==> config.mk <==
export PLATFORM = sky130hd
export DESIGN_NAME = chresp_wdt
export DESIGN_NICKNAME = d
export VERILOG_FILES = /design/src/rtl/chresp_wdt.sv
export SDC_FILE = /design/constraint.sdc
export NUM_CORES = 1
export LEC_CHECK = 0
export ABC_AREA = 1
export BUFFER_PORTS_ARGS = -buffer_cell sky130_fd_sc_hd__buf_2
export CORE_MARGIN = 2
export CORE_UTILIZATION = 62
export DETAILED_ROUTE_END_ITERATION = 7
export GPL_TIMING_DRIVEN = 0
export PLACE_DENSITY = 0.81
export SYNTH_ARGS = -nofsm -noshare
export SYNTH_HDL_FRONTEND = slang
export SYNTH_SLANG_ARGS = --single-unit
==> constraint.sdc <==
create_clock -name clk -period 4.1 [get_ports clk]
set_input_delay 0.82 -clock clk [delete_from_list [all_inputs] [get_ports clk]]
set_output_delay 0.82 -clock clk [all_outputs]
set_load 0.01 [all_outputs]
==> src/rtl/chresp_wdt.sv <==
module chresp_wdt #(
  parameter int         HOLD_MS_CYCLES = 2,
  parameter logic [7:0] KEY_INIT       = 8'h5A
) (
  input  logic       clk,
  input  logic       rst_n,
  input  logic       wr_en,
  input  logic [2:0] addr,
  input  logic [7:0] wdata,
  output logic [7:0] rdata,
  output logic       wd_reset
);
  localparam int HOLD_MAX = 32 * HOLD_MS_CYCLES;
  localparam int HW = $clog2(HOLD_MAX + 1);
  localparam int CW = 14;

  typedef enum logic [2:0] {S_IDLE, S_FIRST, S_CLOSED, S_OPEN, S_RESET} st_t;

  function automatic logic [7:0] lfsr_step(input logic [7:0] k);
    return {k[6:0], k[7] ^ k[5] ^ k[4] ^ k[3]};
  endfunction

  logic [6:0]    div_q;
  logic [7:0]    win_q;
  logic [3:0]    ctl_q;
  logic [1:0]    hold_q;
  logic [7:0]    key_q;
  st_t           st, nxt;
  logic [5:0]    pre_cnt;
  logic [CW-1:0] win_cnt;
  logic [HW-1:0] hold_cnt;
  logic [CW-1:0] phase_len;
  logic [HW-1:0] hold_len;

  wire       simple    = div_q[6];
  wire       en        = ctl_q[3];
  wire       key_wr    = wr_en && (addr == 3'd3);
  wire [7:0] key_nxt   = lfsr_step(key_q);
  wire       key_ok    = simple || (wdata == key_nxt);
  wire       tick      = (pre_cnt == div_q[5:0]);
  wire       phase_end = tick && (win_cnt == phase_len - 1'b1);
  wire       timing    = (st == S_FIRST) || (st == S_CLOSED) || (st == S_OPEN);
  wire       good_ref  = en && key_wr && key_ok && ((st == S_FIRST) || (st == S_OPEN));

  always_comb begin
    case (st)
      S_FIRST:  phase_len = CW'(64) << ctl_q[2:0];
      S_CLOSED: phase_len = CW'({win_q[7:4], 3'b000}) + CW'(8);
      S_OPEN:   phase_len = CW'({win_q[3:0], 3'b000}) + CW'(8);
      default:  phase_len = '0;
    endcase
  end

  always_comb begin
    case (hold_q)
      2'd0:    hold_len = HW'(1);
      2'd1:    hold_len = HW'(8 * HOLD_MS_CYCLES);
      2'd2:    hold_len = HW'(16 * HOLD_MS_CYCLES);
      default: hold_len = HW'(32 * HOLD_MS_CYCLES);
    endcase
  end

  always_comb begin
    nxt = st;
    if (!en) nxt = S_IDLE;
    else begin
      case (st)
        S_IDLE:   nxt = S_FIRST;
        S_FIRST,
        S_OPEN: begin
          if (key_wr)         nxt = key_ok ? S_CLOSED : S_RESET;
          else if (phase_end) nxt = S_RESET;
        end
        S_CLOSED: begin
          if (key_wr)         nxt = S_RESET;
          else if (phase_end) nxt = S_OPEN;
        end
        S_RESET:  if (hold_cnt == '0) nxt = S_FIRST;
        default:  nxt = S_IDLE;
      endcase
    end
  end

  always_ff @(posedge clk or negedge rst_n) begin
    if (!rst_n) begin
      div_q  <= '0;
      win_q  <= '0;
      ctl_q  <= '0;
      hold_q <= '0;
    end else if (wr_en) begin
      case (addr)
        3'd0:    div_q  <= wdata[6:0];
        3'd1:    win_q  <= wdata;
        3'd2:    ctl_q  <= wdata[3:0];
        3'd4:    hold_q <= wdata[1:0];
        default: ;
      endcase
    end
  end

  always_ff @(posedge clk or negedge rst_n) begin
    if (!rst_n) begin
      st       <= S_IDLE;
      pre_cnt  <= '0;
      win_cnt  <= '0;
      hold_cnt <= '0;
      key_q    <= KEY_INIT;
    end else begin
      st <= nxt;
      if (nxt != st || !timing) begin
        pre_cnt <= '0;
        win_cnt <= '0;
      end else if (tick) begin
        pre_cnt <= '0;
        win_cnt <= win_cnt + 1'b1;
      end else begin
        pre_cnt <= pre_cnt + 1'b1;
      end
      if (nxt == S_RESET && st != S_RESET) hold_cnt <= hold_len - 1'b1;
      else if (st == S_RESET && hold_cnt != '0) hold_cnt <= hold_cnt - 1'b1;
      if (good_ref && !simple) key_q <= key_nxt;
    end
  end

  assign wd_reset = (st == S_RESET);

  always_comb begin
    case (addr)
      3'd0:    rdata = {1'b0, div_q};
      3'd1:    rdata = win_q;
      3'd2:    rdata = {4'b0, ctl_q};
      3'd3:    rdata = key_q;
      3'd4:    rdata = {6'b0, hold_q};
      default: rdata = '0;
    endcase
  end

  a_r4_closed_write: assert property (@(posedge clk) disable iff (!rst_n)
    (st == S_CLOSED && en && key_wr) |=> wd_reset);

  a_r6_key_follows_write: assert property (@(posedge clk) disable iff (!rst_n)
    (st == S_OPEN && en && key_wr && !simple && wdata == key_nxt) |=> (key_q == $past(wdata)));

  a_r7_wrong_key: assert property (@(posedge clk) disable iff (!rst_n)
    (st == S_OPEN && en && key_wr && !simple && wdata != key_nxt) |=> (wd_reset && $stable(key_q)));

  a_r8_simple_key_kept: assert property (@(posedge clk) disable iff (!rst_n)
    (key_wr && simple) |=> $stable(key_q));

  a_r9_after_hold: assert property (@(posedge clk) disable iff (!rst_n)
    ($fell(wd_reset) && $past(en) && en) |-> (st == S_FIRST));

  a_r10_disabled_quiet: assert property (@(posedge clk) disable iff (!rst_n)
    (!en) |=> !wd_reset);

  a_r10_disabled_key: assert property (@(posedge clk) disable iff (!rst_n)
    (!en && key_wr) |=> $stable(key_q));
endmodule

==> run summary <==
XOR/XNOR Fraction of Synth Area = 0.0674
clk sinks = 59
internal power = 1120 uW
syn avg cell area = 7.31 um^2
vias = 3743
DR iter-0 viols = 303
pin count of the biggest net entering global routing = 60
post-route ant nets = 0
gr usage total = 0.277
Seq cells post-synth = 59
worst reg-to-reg setup slack = 0.31 ns
Slew HR = 0.509
minimum clock period = 3.79 ns
worst vdd ir = 0.306 mV
Post-Synth Adder-Cell Area = 0.0155
cell family with most CP delay = simple AND/OR/NAND/NOR gates
GRT overflow = 0
Mapped Nets = 570
type of element launching the critical path = flip-flop
Hold Slack = 0.516 ns
Gate power share = 0.284
layout cells sized above 1 = 0.196
post-synth top area cell = dfrtp_1
synth warn = 0
largest stage delay on the critical path = 0.45 ns
vias in the first global route = 3613
first-pass iteration count of the detailed router = 4
Finished Cell Area = 4560 um^2
Post-DP Area = 4230 um^2
Worst EP arrival = 4.03 ns
Final Net Count = 610
Setup Viol. Count Final = 0
ANT cells = 0
fill count = 514
slowest CP cell = dfrtp_2
CTS tree = done
initial antenna violation count = 0
clock power share = 0.303
post-DP HPWL = 6880 um
Worst-path clk slew = 0.08 ns
Routed WL = 9600 um
CP most frequent cell = nand2_1
total number of placement rows = 29
worst-path maximum fanout = 7
post-synthesis mux area share = 0.00559
port bufs = 22
H-tree depth reported by CTS = 3
DRC errors left = 0
Clock Skew = 0.0141 ns
achievable frequency = 264 MHz
Switch Pwr = 670 uW
IO Count = 23
global-route wire length before repair = 16000 um
die width = 84.6 um
largest family of logic cells by synthesized area = simple AND/OR/NAND/NOR gates
pins over their slew limit = 0
# hold bufs at CTS = 0
PwrDens = 394 nW/um^2
die height = 84.6 um
largest cells by area after synthesis = dfrtp_1, nand2_1, inv_1, o21ai_0, xor2_1
Max Cap Viol = 0
CTS Buf Count = 9
Worst Hold Class = reg -> reg
Worst Setup End Kind = flip-flop
count of cell types in the netlist = 40
DR WL/cell = 14.3 um
Die ar. = 7150 um^2
Layout area overhead = 13.1%
Mapped Area = 4030 um^2
CTS root buffer = clkbuf_8
Seq/Total Area, Yosys = 0.368
Worst Tran Pin Value = 0.737 ns
initial core utilization = 0.638
Final Hold Vio Count = 0
Core ar. = 6310 um^2
GPL Wtd Cong = 0.920
Vias/cell = 5.56
Final period util = 0.925
Sw Ratio = 0.374
Worst EP required = 4.34 ns
leakage = 0.00221 uW
Clock Latency Late Sink = 0.35 ns
outcome = completed
post-synthesis simple-gate area fraction = 0.371
CP Buf/Inv Count = 2
post-synth top area share = 0.342
clk buf depth = 2
Gate Count Post-Synth = 551
Synth Area in Compound Gates = 0.0808
critical path class = reg -> reg
Flop pwr share = 0.413
[cell families (layout without fill, tap and decap cells)]
family | count (synthesis) | in the layout
AOI/OAI and AO/OA | 58 | 58
xor gates and xnor gates | 31 | 31
adders and majority gates | 5 | 5
buffers and inverters | 87 | 132
DFF | 59 | 59
muxes | 2 | 2
and+or+nand+nor | 309 | 309
[metrics by stage]
step           worst slack, ns  setup TNS, ns  cells  total power [uW]  utilization
3_5_place_dp             0.173              0    650              1230        0.670
2_1_floorplan            0.731              0    551              1100            -
4_1_cts                  0.125              0    666              1770        0.702
5_1_grt                -0.0244        -0.0244    673              1900        0.722
6_report                 0.307              0    673              1790        0.722
3_3_place_gp             0.344              0    650              1200        0.670
[synthesized netlist by cell type, drive strengths merged]
cell     count
or4          2
ha           5
o2111ai      2
o21ai       39
nand3       37
and3         1
nor3b        3
inv         78
o221ai       3
nor4         2
nand2      171
nand4       21
clkbuf       5
dfrtp       55
o22ai        1
o211ai       3
xor2        19
nor3        12
dfstp        4
nor2        59
buf          4
mux2         2
a21oi       10
xnor2       12
or2          1
[cell usage in the layout, fill, tap and decap left out, drive strengths merged]
| master | n |
|---|---|
| or4 | 2 |
| or2 | 1 |
| xnor2 | 12 |
| nand4 | 21 |
| clkbuf | 14 |
| inv | 80 |
| o21ai | 39 |
| buf | 33 |
| nand3 | 37 |
| o2111ai | 2 |
| bufinv | 1 |
| ha | 5 |
| nand2 | 171 |
| dfstp | 4 |
| o221ai | 3 |
| a21oi | 10 |
| o22ai | 1 |
| nor4 | 2 |
| nor3b | 3 |
| xor2 | 19 |
| clkinvlp | 2 |
| nor3 | 12 |
| dfrtp | 55 |
| mux2 | 2 |
| clkinv | 2 |
| o211ai | 3 |
| nor2 | 59 |
| and3 | 1 |
[cell type report]
class                   instances  area, um^2  share of cell area
multi-input cells             405        2240               0.492
plain buffers                   9        73.8              0.0162
flip-flops and latches         59        1480               0.325
clock inverters                 7        76.3              0.0168
repair buffers                 29         165              0.0363
clock buffers                   9         124              0.0272
inverters                      78         298              0.0654
well taps                      77        96.3              0.0211
[routing by layer]
metal / vias up / part of all wire / track usage
met5: - / 0 / 0
met2: 93 / 0.49 / 0.470
li1: 1849 / - / -
met3: 18 / 0.044 / 0.0413
met4: 0 / 0.018 / 0.107
met1: 1783 / 0.44 / 0.359
[power by group through the flow]
stage                     combinational (uW)  clock (uW)  sequential, uW
after floorplan                          373           0             723
after global placement                   460           0             743
after detailed placement                 481           0             746
after CTS                                484         553             736
after global routing                     576         572             747
final                                    510         543             740
[worst paths after layout]
kind / endpoint / from / cells after the start
max in group asynchronous: st[2] / rst_n / 1
min: pre_cnt[0] / pre_cnt[0] / 1
min in group asynchronous: pre_cnt[3] / rst_n / 1
min reg2reg: pre_cnt[0] / pre_cnt[0] / 1
max: hold_cnt[6] / st[2] / 30
max reg2reg: hold_cnt[6] / st[2] / 30
[sequential cells by signal (all words and copies together), names as in the netlist]
signal / flops
div_q: 7
hold_q: 2
hold_cnt: 7
st: 3
key_q: 8
win_cnt: 14
win_q: 8
pre_cnt: 6
ctl_q: 4
[timing repair]
action / 4_1_cts / 5_1_grt
resized for setup: 0 / 15
hold endpoints to repair: 0 / 0
endpoints found under the setup margin: 0 / 7
setup buffers: 0 / 7
Note: power is estimated with default switching activity, not from simulation.
